## src/rtl/trig_gate_pkg.sv

```systemverilog
package trig_gate_pkg;

    // State of the rising-edge detector on the trigger input
    typedef struct packed {
        logic prev;
    } edge_state_t;

    // State of the arm/release controller
    typedef struct packed {
        logic armed;
    } ctrl_state_t;

    localparam edge_state_t EDGE_RST = '{prev: 1'b0};
    localparam ctrl_state_t CTRL_RST = '{armed: 1'b0};

endpackage

```

## src/rtl/sync_rise_det.sv

```systemverilog
module sync_rise_det
    import trig_gate_pkg::*;
(
    input  logic clk,
    input  logic rst_n,
    input  logic sync_i,
    output logic rise_o
);

    edge_state_t st_d, st_q;

    always_comb begin
        st_d      = st_q;
        st_d.prev = sync_i;
        rise_o    = sync_i & ~st_q.prev;
    end

    always_ff @(posedge clk) begin
        if (!rst_n) st_q <= EDGE_RST;
        else        st_q <= st_d;
    end

    AST_LEVEL_NOT_EDGE: assert property (@(posedge clk) disable iff (!rst_n)
        (sync_i && rise_o) |=> (sync_i -> !rise_o));

endmodule

```

## src/rtl/gate_arm_ctrl.sv

```systemverilog
module gate_arm_ctrl
    import trig_gate_pkg::*;
(
    input  logic clk,
    input  logic rst_n,
    input  logic arm_i,
    input  logic rise_i,
    output logic armed_o
);

    ctrl_state_t st_d, st_q;

    always_comb begin
        st_d = st_q;
        if (st_q.armed) begin
            // already waiting: only a trigger edge matters
            if (rise_i) st_d.armed = 1'b0;
        end else begin
            // open: only an arm request matters
            if (arm_i) st_d.armed = 1'b1;
        end
        armed_o = st_q.armed;
    end

    always_ff @(posedge clk) begin
        if (!rst_n) st_q <= CTRL_RST;
        else        st_q <= st_d;
    end

    AST_ARM_TAKES: assert property (@(posedge clk) disable iff (!rst_n)
        (!armed_o && arm_i) |=> armed_o);
    AST_WAIT_HOLDS: assert property (@(posedge clk) disable iff (!rst_n)
        (armed_o && !rise_i) |=> armed_o);
    AST_EDGE_FREES: assert property (@(posedge clk) disable iff (!rst_n)
        (armed_o && rise_i) |=> !armed_o);
    AST_OPEN_STAYS: assert property (@(posedge clk) disable iff (!rst_n)
        (!armed_o && !arm_i) |=> !armed_o);

endmodule

```

## src/rtl/gate_data_stage.sv

```systemverilog
module gate_data_stage #(
    parameter int LANES  = 4,
    parameter int SMP_W  = 16,
    localparam int DATA_W = LANES * SMP_W
) (
    input  logic              clk,
    input  logic              rst_n,
    input  logic              open_i,
    input  logic [DATA_W-1:0] data_i,
    input  logic              valid_i,
    output logic [DATA_W-1:0] data_o,
    output logic              valid_o
);

    typedef struct packed {
        logic [DATA_W-1:0] data;
        logic              valid;
    } beat_t;

    beat_t st_d, st_q;
    logic [DATA_W-1:0] masked;

    // one gated slice per sample lane
    for (genvar g = 0; g < LANES; g++) begin : g_lane
        assign masked[g*SMP_W +: SMP_W] = open_i ? data_i[g*SMP_W +: SMP_W] : '0;
    end

    always_comb begin
        st_d       = st_q;
        st_d.data  = masked;
        st_d.valid = valid_i & open_i;
        data_o     = st_q.data;
        valid_o    = st_q.valid;
    end

    always_ff @(posedge clk) begin
        if (!rst_n) st_q <= '0;
        else        st_q <= st_d;
    end

    AST_SHUT_NO_VALID: assert property (@(posedge clk) disable iff (!rst_n)
        !open_i |=> (!valid_o && data_o == '0));
    AST_OPEN_FOLLOWS: assert property (@(posedge clk) disable iff (!rst_n)
        open_i |=> (valid_o == $past(valid_i) && data_o == $past(data_i)));

endmodule

```

## src/rtl/trig_start_gate.sv

```systemverilog
module trig_start_gate #(
    parameter int NUM_CH       = 2,
    parameter int SMP_PER_BEAT = 2,
    parameter int SMP_W        = 16,
    localparam int LANES  = NUM_CH * SMP_PER_BEAT,
    localparam int DATA_W = LANES * SMP_W
) (
    input  logic              clk,
    input  logic              rst_n,
    input  logic              arm_i,
    input  logic              sync_i,
    input  logic [DATA_W-1:0] in_data_i,
    input  logic              in_valid_i,
    output logic [DATA_W-1:0] out_data_o,
    output logic              out_valid_o,
    output logic              ds_rst_o,
    output logic              armed_o
);

    logic rise;
    logic armed;

    sync_rise_det u_rise (
        .clk    (clk),
        .rst_n  (rst_n),
        .sync_i (sync_i),
        .rise_o (rise)
    );

    gate_arm_ctrl u_ctrl (
        .clk     (clk),
        .rst_n   (rst_n),
        .arm_i   (arm_i),
        .rise_i  (rise),
        .armed_o (armed)
    );

    gate_data_stage #(
        .LANES (LANES),
        .SMP_W (SMP_W)
    ) u_data (
        .clk     (clk),
        .rst_n   (rst_n),
        .open_i  (~armed),
        .data_i  (in_data_i),
        .valid_i (in_valid_i),
        .data_o  (out_data_o),
        .valid_o (out_valid_o)
    );

    assign ds_rst_o = armed;
    assign armed_o  = armed;

    AST_RESET_CLEAN: assert property (@(posedge clk)
        !rst_n |=> (!armed_o && !ds_rst_o && !out_valid_o));

endmodule

```

## config.mk

```make
export PLATFORM = sky130hd
export DESIGN_NAME = trig_start_gate
export DESIGN_NICKNAME = d
export VERILOG_FILES = /design/src/rtl/trig_gate_pkg.sv /design/src/rtl/sync_rise_det.sv /design/src/rtl/gate_arm_ctrl.sv /design/src/rtl/gate_data_stage.sv /design/src/rtl/trig_start_gate.sv
export SDC_FILE = /design/constraint.sdc
export NUM_CORES = 1
export LEC_CHECK = 0
export BUFFER_PORTS_ARGS = -buffer_cell sky130_fd_sc_hd__buf_2
export CORE_MARGIN = 2
export CORE_UTILIZATION = 42
export CTS_CLUSTER_DIAMETER = 40
export DETAILED_ROUTE_END_ITERATION = 10
export PLACE_DENSITY = 0.84
export SLEW_MARGIN = 20
export SYNTH_ARGS = -nofsm -noshare
export SYNTH_HDL_FRONTEND = slang
export SYNTH_SLANG_ARGS = --single-unit
```

## constraint.sdc

```tcl
create_clock -name clk -period 2.4 [get_ports clk]
set_input_delay 0.6 -clock clk [delete_from_list [all_inputs] [get_ports clk]]
set_output_delay 0.6 -clock clk [all_outputs]
set_load 0.05 [all_outputs]
```

==> run_results.csv, run 1 <==
group,metric,value,unit
clock_tree,post_cts_buffers,0,
routing,first_pass_iters,4,
die,die_h,70.51,microns
synthesis,synth.distinct_cells,9,
timing,drv_slew,0,
clock_tree,cts_tree,"built",
routing,wl_per_cell,10.61,microns
synthesis,yosys.area.top_type,"dfxtp_1",
clock_tree,postCtsHoldBufs,0,
timing,fin_crit_sh,0.6940,
setup_path,critical_path.slowest_cell,"dfxtp_1",
clock_tree,numCtsBuffers,9,
finish,utilization,0.6364,
finish,fillers,370,
timing,fin_crit,1.666,ns
timing,rsz0062_at_grt,"no",
place,placed_cell_area,0.002524,sq mm
routing,drt_iter0_drc,32,
power,peakVddDrop,0.5415,mV
place,place_congestion,0.6645,
clock_tree,postCtsResizedCells,0,
power,p_clk_frac,0.377,
power,total_power,2.568,mW
synthesis,ys_ff_latch,67,
synthesis,ys_seq_area_frac,0.7219,
setup_path,worstSetupPathType,"register to primary output",
power,p_seq_frac,0.464,
power,switchingPower,0.6963,mW
timing,setup_violations,0,
synthesis,netlist_instances,145,
timing,hold_viol,0,
finish,postLayoutCellArea,0.002733,sq mm
setup_path,crit_chain,"buf_2",
place,place_inst,324,
setup_path,cp_num_buf_inv,1,
global_routing,overflow,0,
power,combPwrFrac,0.158,
synthesis,synth_common_cells,"67 x dfxtp_1, 66 x and2_1, 6 x buf_6",
synthesis,ys.flop_type,"dfxtp_1",
synthesis,synth-async-reset-ratio,0,
power,p_leak,1.456,nW
global_routing,antenna_found_initial,0,
min_path,hp-class,"register to register",
synthesis,synth_edf_count,0,
place,place.detailed.hpwl,2634,microns
clock_tree,clock-sinks,67,
timing,relSlewSlack,0.3564,
power,power.density,939.9,mW/mm^2
synthesis,synth_area_leaders,"dfxtp_1 72%, and2_1 22%, buf_6 3.6%, nor2b_2 0.47%, buf_4 0.40%",
setup_path,cp_max_fo,5,
finish,drive_above_1_share,0.5208,
synthesis,netlist_area,0.001858,sq mm
clock_tree,clockBufferDepth,2,
die,ios,136,
clock_tree,insertion_delay,0.32,ns
power,p_sw_frac,0.2711,
die,core.rowCount,24,
routing,wl_met3,454,microns
setup_path,arrival,1.07,ns
place,io_buffer_count,135,
clock_tree,clockRootBuffer,"clkbuf_8",
die,die_x,70.51,microns
synthesis,synth_top_area_share,0.7219,
synthesis,yosysWarningCount,0,
die,start_util,0.4327,
die,core,0.004294,sq mm
finish,final_cells,340,
synthesis,post-synth-top-count-cell,"dfxtp_1",
global_routing,grt_pass1_vias,1389,
routing,wirelength,3607,microns
synthesis,synth_area_per_cell,12.81,sq um
routing,drc_errors,0,
clock_tree,clkTransAtPathRegs,0.07,ns
power,p_int,1.872,mW
clock_tree,htreeDepth,3,
global_routing,grt_max_degree,66,
timing,tns,0,ns
setup_path,critPathTopFamily,"flip-flops",
finish,nNetsFinal,352,
global_routing,grt_first_pass_wirelength,5802,microns
global_routing,grt_util_all_layers,0.1534,
routing,dr_total_vias,1379,
timing,finClkSkew,0.006045,ns
setup_path,end_kind,"primary output",
routing,ant_nets,0,
setup_path,critPathLaunchType,"register",
die,dieArea,0.004972,sq mm
setup_path,slowest_delay,0.44,ns
routing,wirelength_met1,1338,microns
timing,worst_pin_slew,0.9634,ns
finish,antenna_cells,0,
synthesis,syn-num-nets,214,
finish,syn_to_final_growth,47.07,%
job,max_cap_violations,0,
routing,top_layer,"met4",
routing,vias_per_cell,4.056,
run_status,status,"completed",
timing,fmax,600.4,MHz
routing,wl_met2,1749,microns
setup_path,crit_required,1.80,ns
layer usage:
| metal | track usage | vias up |
|---|---|---|
| met2 | 0.2579 | 81 |
| met5 | 0 | - |
| met1 | 0.1502 | 581 |
| met4 | 0.1026 | 0 |
| li1 | - | 709 |
| met3 | 0.07071 | 8 |
cells in the final DEF, fill, tap and decap left out:
cell / count
buf_2: 135
dfxtp_1: 67
and2_1: 66
clkbuf_8: 9
bufinv_16: 2
clkbuf_1: 2
clkinv_2: 2
nor2b_4: 1
inv_1: 1
o21ai_0: 1
a31oi_1: 1
clkinvlp_4: 1
logic make-up after synthesis:
group                  count (synthesis)  synth area share
AND/OR/NAND/NOR                       67            0.2269
flip-flops                            67            0.7219
buffers and inverters                  9           0.04511
AO/OA/AOI/OAI                          2          0.006060
stage by stage:
stage	worst slack, ns	hold slack (ns)
after floorplan	0.8370	0.4268
after global placement	0.6062	0.4390
after detailed placement	0.5557	0.4495
after CTS	0.7196	0.4463
after global routing	0.6940	0.4506
final	0.7344	0.4445
cell type report:
type | instances | area, sq um | share of cell area
sequential | 67 | 1341 | 0.4908
timing repair buffer | 135 | 675.6 | 0.2473
multi-input combinational | 69 | 437.9 | 0.1603
clock buffer | 11 | 131.4 | 0.04808
clock inverter | 5 | 77.57 | 0.02839
tap | 52 | 65.06 | 0.02381
inverter | 1 | 3.754 | 0.001374
path summary, 6_finish.rpt:
| path | from | end | slack [ns] | cells past startpoint |
|---|---|---|---|---|
| max reg2reg | u_ctrl.armed_o$_SDFF_PN0_ | u_data.data_o[34]$_SDFF_PP0_ | 0.95 | 2 |
| max | u_ctrl.armed_o$_SDFF_PN0_ | ds_rst_o | 0.73 | 1 |
| min reg2reg | u_rise.st_q$_SDFF_PN0_ | u_ctrl.armed_o$_SDFF_PN0_ | 0.44 | 2 |
| min | u_rise.st_q$_SDFF_PN0_ | u_ctrl.armed_o$_SDFF_PN0_ | 0.44 | 2 |
state kept, by name, summed over array words and instances, names as in the netlist:
register        cells
u_data.data_o      64
u_ctrl.armed_o      1
u_data.valid_o      1
u_rise.st_q         1
power groups by stage:
stage	clock network, mW	logic, mW	registers (mW)
finish	0.969	0.407	1.19
global route	1.05	0.430	1.20
CTS	0.998	0.411	1.19
detailed placement	0	0.411	1.22
global placement	0	0.407	1.22
floorplan	0	0.0752	1.45
Note: power is estimated with default switching activity, not from simulation.
==> run 2: changes to the inputs <==
- CORE_UTILIZATION: 42 -> 39
- PLACE_DENSITY: 0.84 -> 0.79
- clock period: 2.4 -> 1.7 ns (I/O delays scaled with it)
==> run 2 against run 1 <==
Cell area up 0.55%. First-iteration DRC count down 31%. Routed wire length up 1.5%. Combinational power up 44%. Via count down 0.58%. Power up 38%. Sequential share of layout area down 0.27 points. Critical path type unchanged. Largest cell class unchanged. Largest power group unchanged. Highest routed layer unchanged.
==> run_results.csv, run 2 (synthesis results as in run 1) <==
group,metric,value,unit
run_status,status,"completed",
place,place_ws,0.0008806,ns
global_routing,grt_first_pass_wirelength,5209,microns
place,place_congestion,0.6702,
timing,setup_violations,0,
routing,dr_total_vias,1371,
finish,utilization,0.5895,
min_path,hp-class,"input port to register",
setup_path,arrival,1.04,ns
setup_path,slowest_delay,0.43,ns
setup_path,r2r_slack,0.42,ns
routing,ant_nets,0,
global_routing,overflow,0,
place,place.detailed.hpwl,2633,microns
setup_path,critical_path.slowest_cell,"dfxtp_1",
setup_path,cp_max_fo,5,
routing,drc_errors,0,
timing,relSlewSlack,0.6211,
finish,nNetsFinal,353,
clock_tree,clkTransAtPathRegs,0.06,ns
place,io_buffer_count,135,
finish,antenna_cells,0,
routing,wl_per_cell,10.70,microns
clock_tree,clock-sinks,67,
timing,post-route-worst-setup-slack,0.2303,ns
clock_tree,postCtsResizedCells,0,
die,start_util,0.3987,
setup_path,crit_required,1.27,ns
clock_tree,clockBufferDepth,2,
clock_tree,clockRootBuffer,"clkbuf_8",
routing,first_pass_iters,4,
die,core,0.004661,sq mm
power,power.density,1287,mW/mm^2
clock_tree,post_cts_buffers,0,
timing,finClkSkew,0.005845,ns
timing,fin_crit,1.470,ns
finish,multiInputGateArea,437.9,sq um
job,max_cap_violations,0,
finish,final_common_cell,"buf_2",
timing,fin_crit_sh,0.8645,
routing,wirelength,3661,microns
clock_tree,cts_tree,"built",
power,total_power,3.537,mW
setup_path,critPathTopFamily,"flip-flops",
die,die_x,73.03,microns
clock_tree,postCtsHoldBufs,0,
power,peakVddDrop,0.6771,mV
finish,final_cell_mix,"135 x buf_2, 67 x dfxtp_1, 66 x and2_1",
timing,rsz0062_at_grt,"no",
routing,drt_iter0_drc,22,
die,ios,136,
finish,drive_above_1_share,0.5208,
clock_tree,numCtsBuffers,9,
die,die_h,73.03,microns
timing,fmax,680.4,MHz
finish,syn_to_final_growth,47.88,%
finish,largest_register_ff_count,64,
power,p_leak,1.464,nW
die,dieArea,0.005333,sq mm
timing,drv_slew,0,
timing,hold_viol,0,
global_routing,grt_max_degree,66,
global_routing,antenna_found_initial,0,
timing,tns,0,ns
clock_tree,insertion_delay,0.32,ns
timing,worst_pin_slew,0.5671,ns
routing,vias_per_cell,4.009,
setup_path,critPathLaunchType,"register",
finish,seq_area,0.001341,sq mm
clock_tree,htreeDepth,3,
global_routing,grt_pass1_vias,1242,
die,core.rowCount,25,
global_routing,grt_util_all_layers,0.1339,
setup_path,crit_chain,"buf_2",
setup_path,worstSetupPathType,"register to primary output",
finish,fillers,409,
setup_path,cp_num_buf_inv,1,
setup_path,end_kind,"primary output",
-- run 2: cell count changes in the layout (fill, tap and decap cells not counted), sizes merged --
cell,previous run,this run
buf,135,136
bufinv,2,1
clkbuf,11,13
clkinv,2,1
clkinvlp,1,0
-- run 2: power by group --
part	switching (mW)	leakage, nW	total [mW]	internal [mW]
clock	0.517	0.0995	1.27	0.749
sequential	0.0227	0.554	1.68	1.66
combinational	0.418	0.810	0.587	0.169
-- run 2: through the flow --
| step | hold WS [ns] | std cells | area (sq um) |
|---|---|---|---|
| global route | 0.2804 | 342 | 2748 |
| CTS | 0.2755 | 341 | 2720 |
| finish | 0.2965 | 342 | 2748 |
| detailed placement | 0.4611 | 326 | 2526 |
| floorplan | 0.4268 | 145 | 1858 |
| global placement | 0.4395 | 326 | 2526 |
-- run 2: cell type report --
| cell class | instances | share of cell area |
|---|---|---|
| sequential | 67 | 0.4882 |
| timing repair buffer | 136 | 0.2559 |
| multi-input combinational | 69 | 0.1594 |
| clock buffer | 13 | 0.05783 |
| tap | 54 | 0.02459 |
| clock inverter | 2 | 0.01275 |
| inverter | 1 | 0.001366 |
-- run 2: final timing paths --
check | start | to | depth (start not counted)
max | u_ctrl.armed_o$_SDFF_PN0_ | ds_rst_o | 1
min | sync_i | u_ctrl.armed_o$_SDFF_PN0_ | 2
max reg2reg | u_ctrl.armed_o$_SDFF_PN0_ | u_data.data_o[4]$_SDFF_PP0_ | 3
min reg2reg | u_rise.st_q$_SDFF_PN0_ | u_ctrl.armed_o$_SDFF_PN0_ | 2
-- run 2: routing by layer --
metal / wire length, microns / GRT usage / up-vias
met1: 1409 / 0.1304 / 577
met2: 1812 / 0.2242 / 77
met4: 46 / 0.09877 / 0
met3: 392 / 0.05663 / 7
met5: 0 / 0 / -
li1: - / - / 710
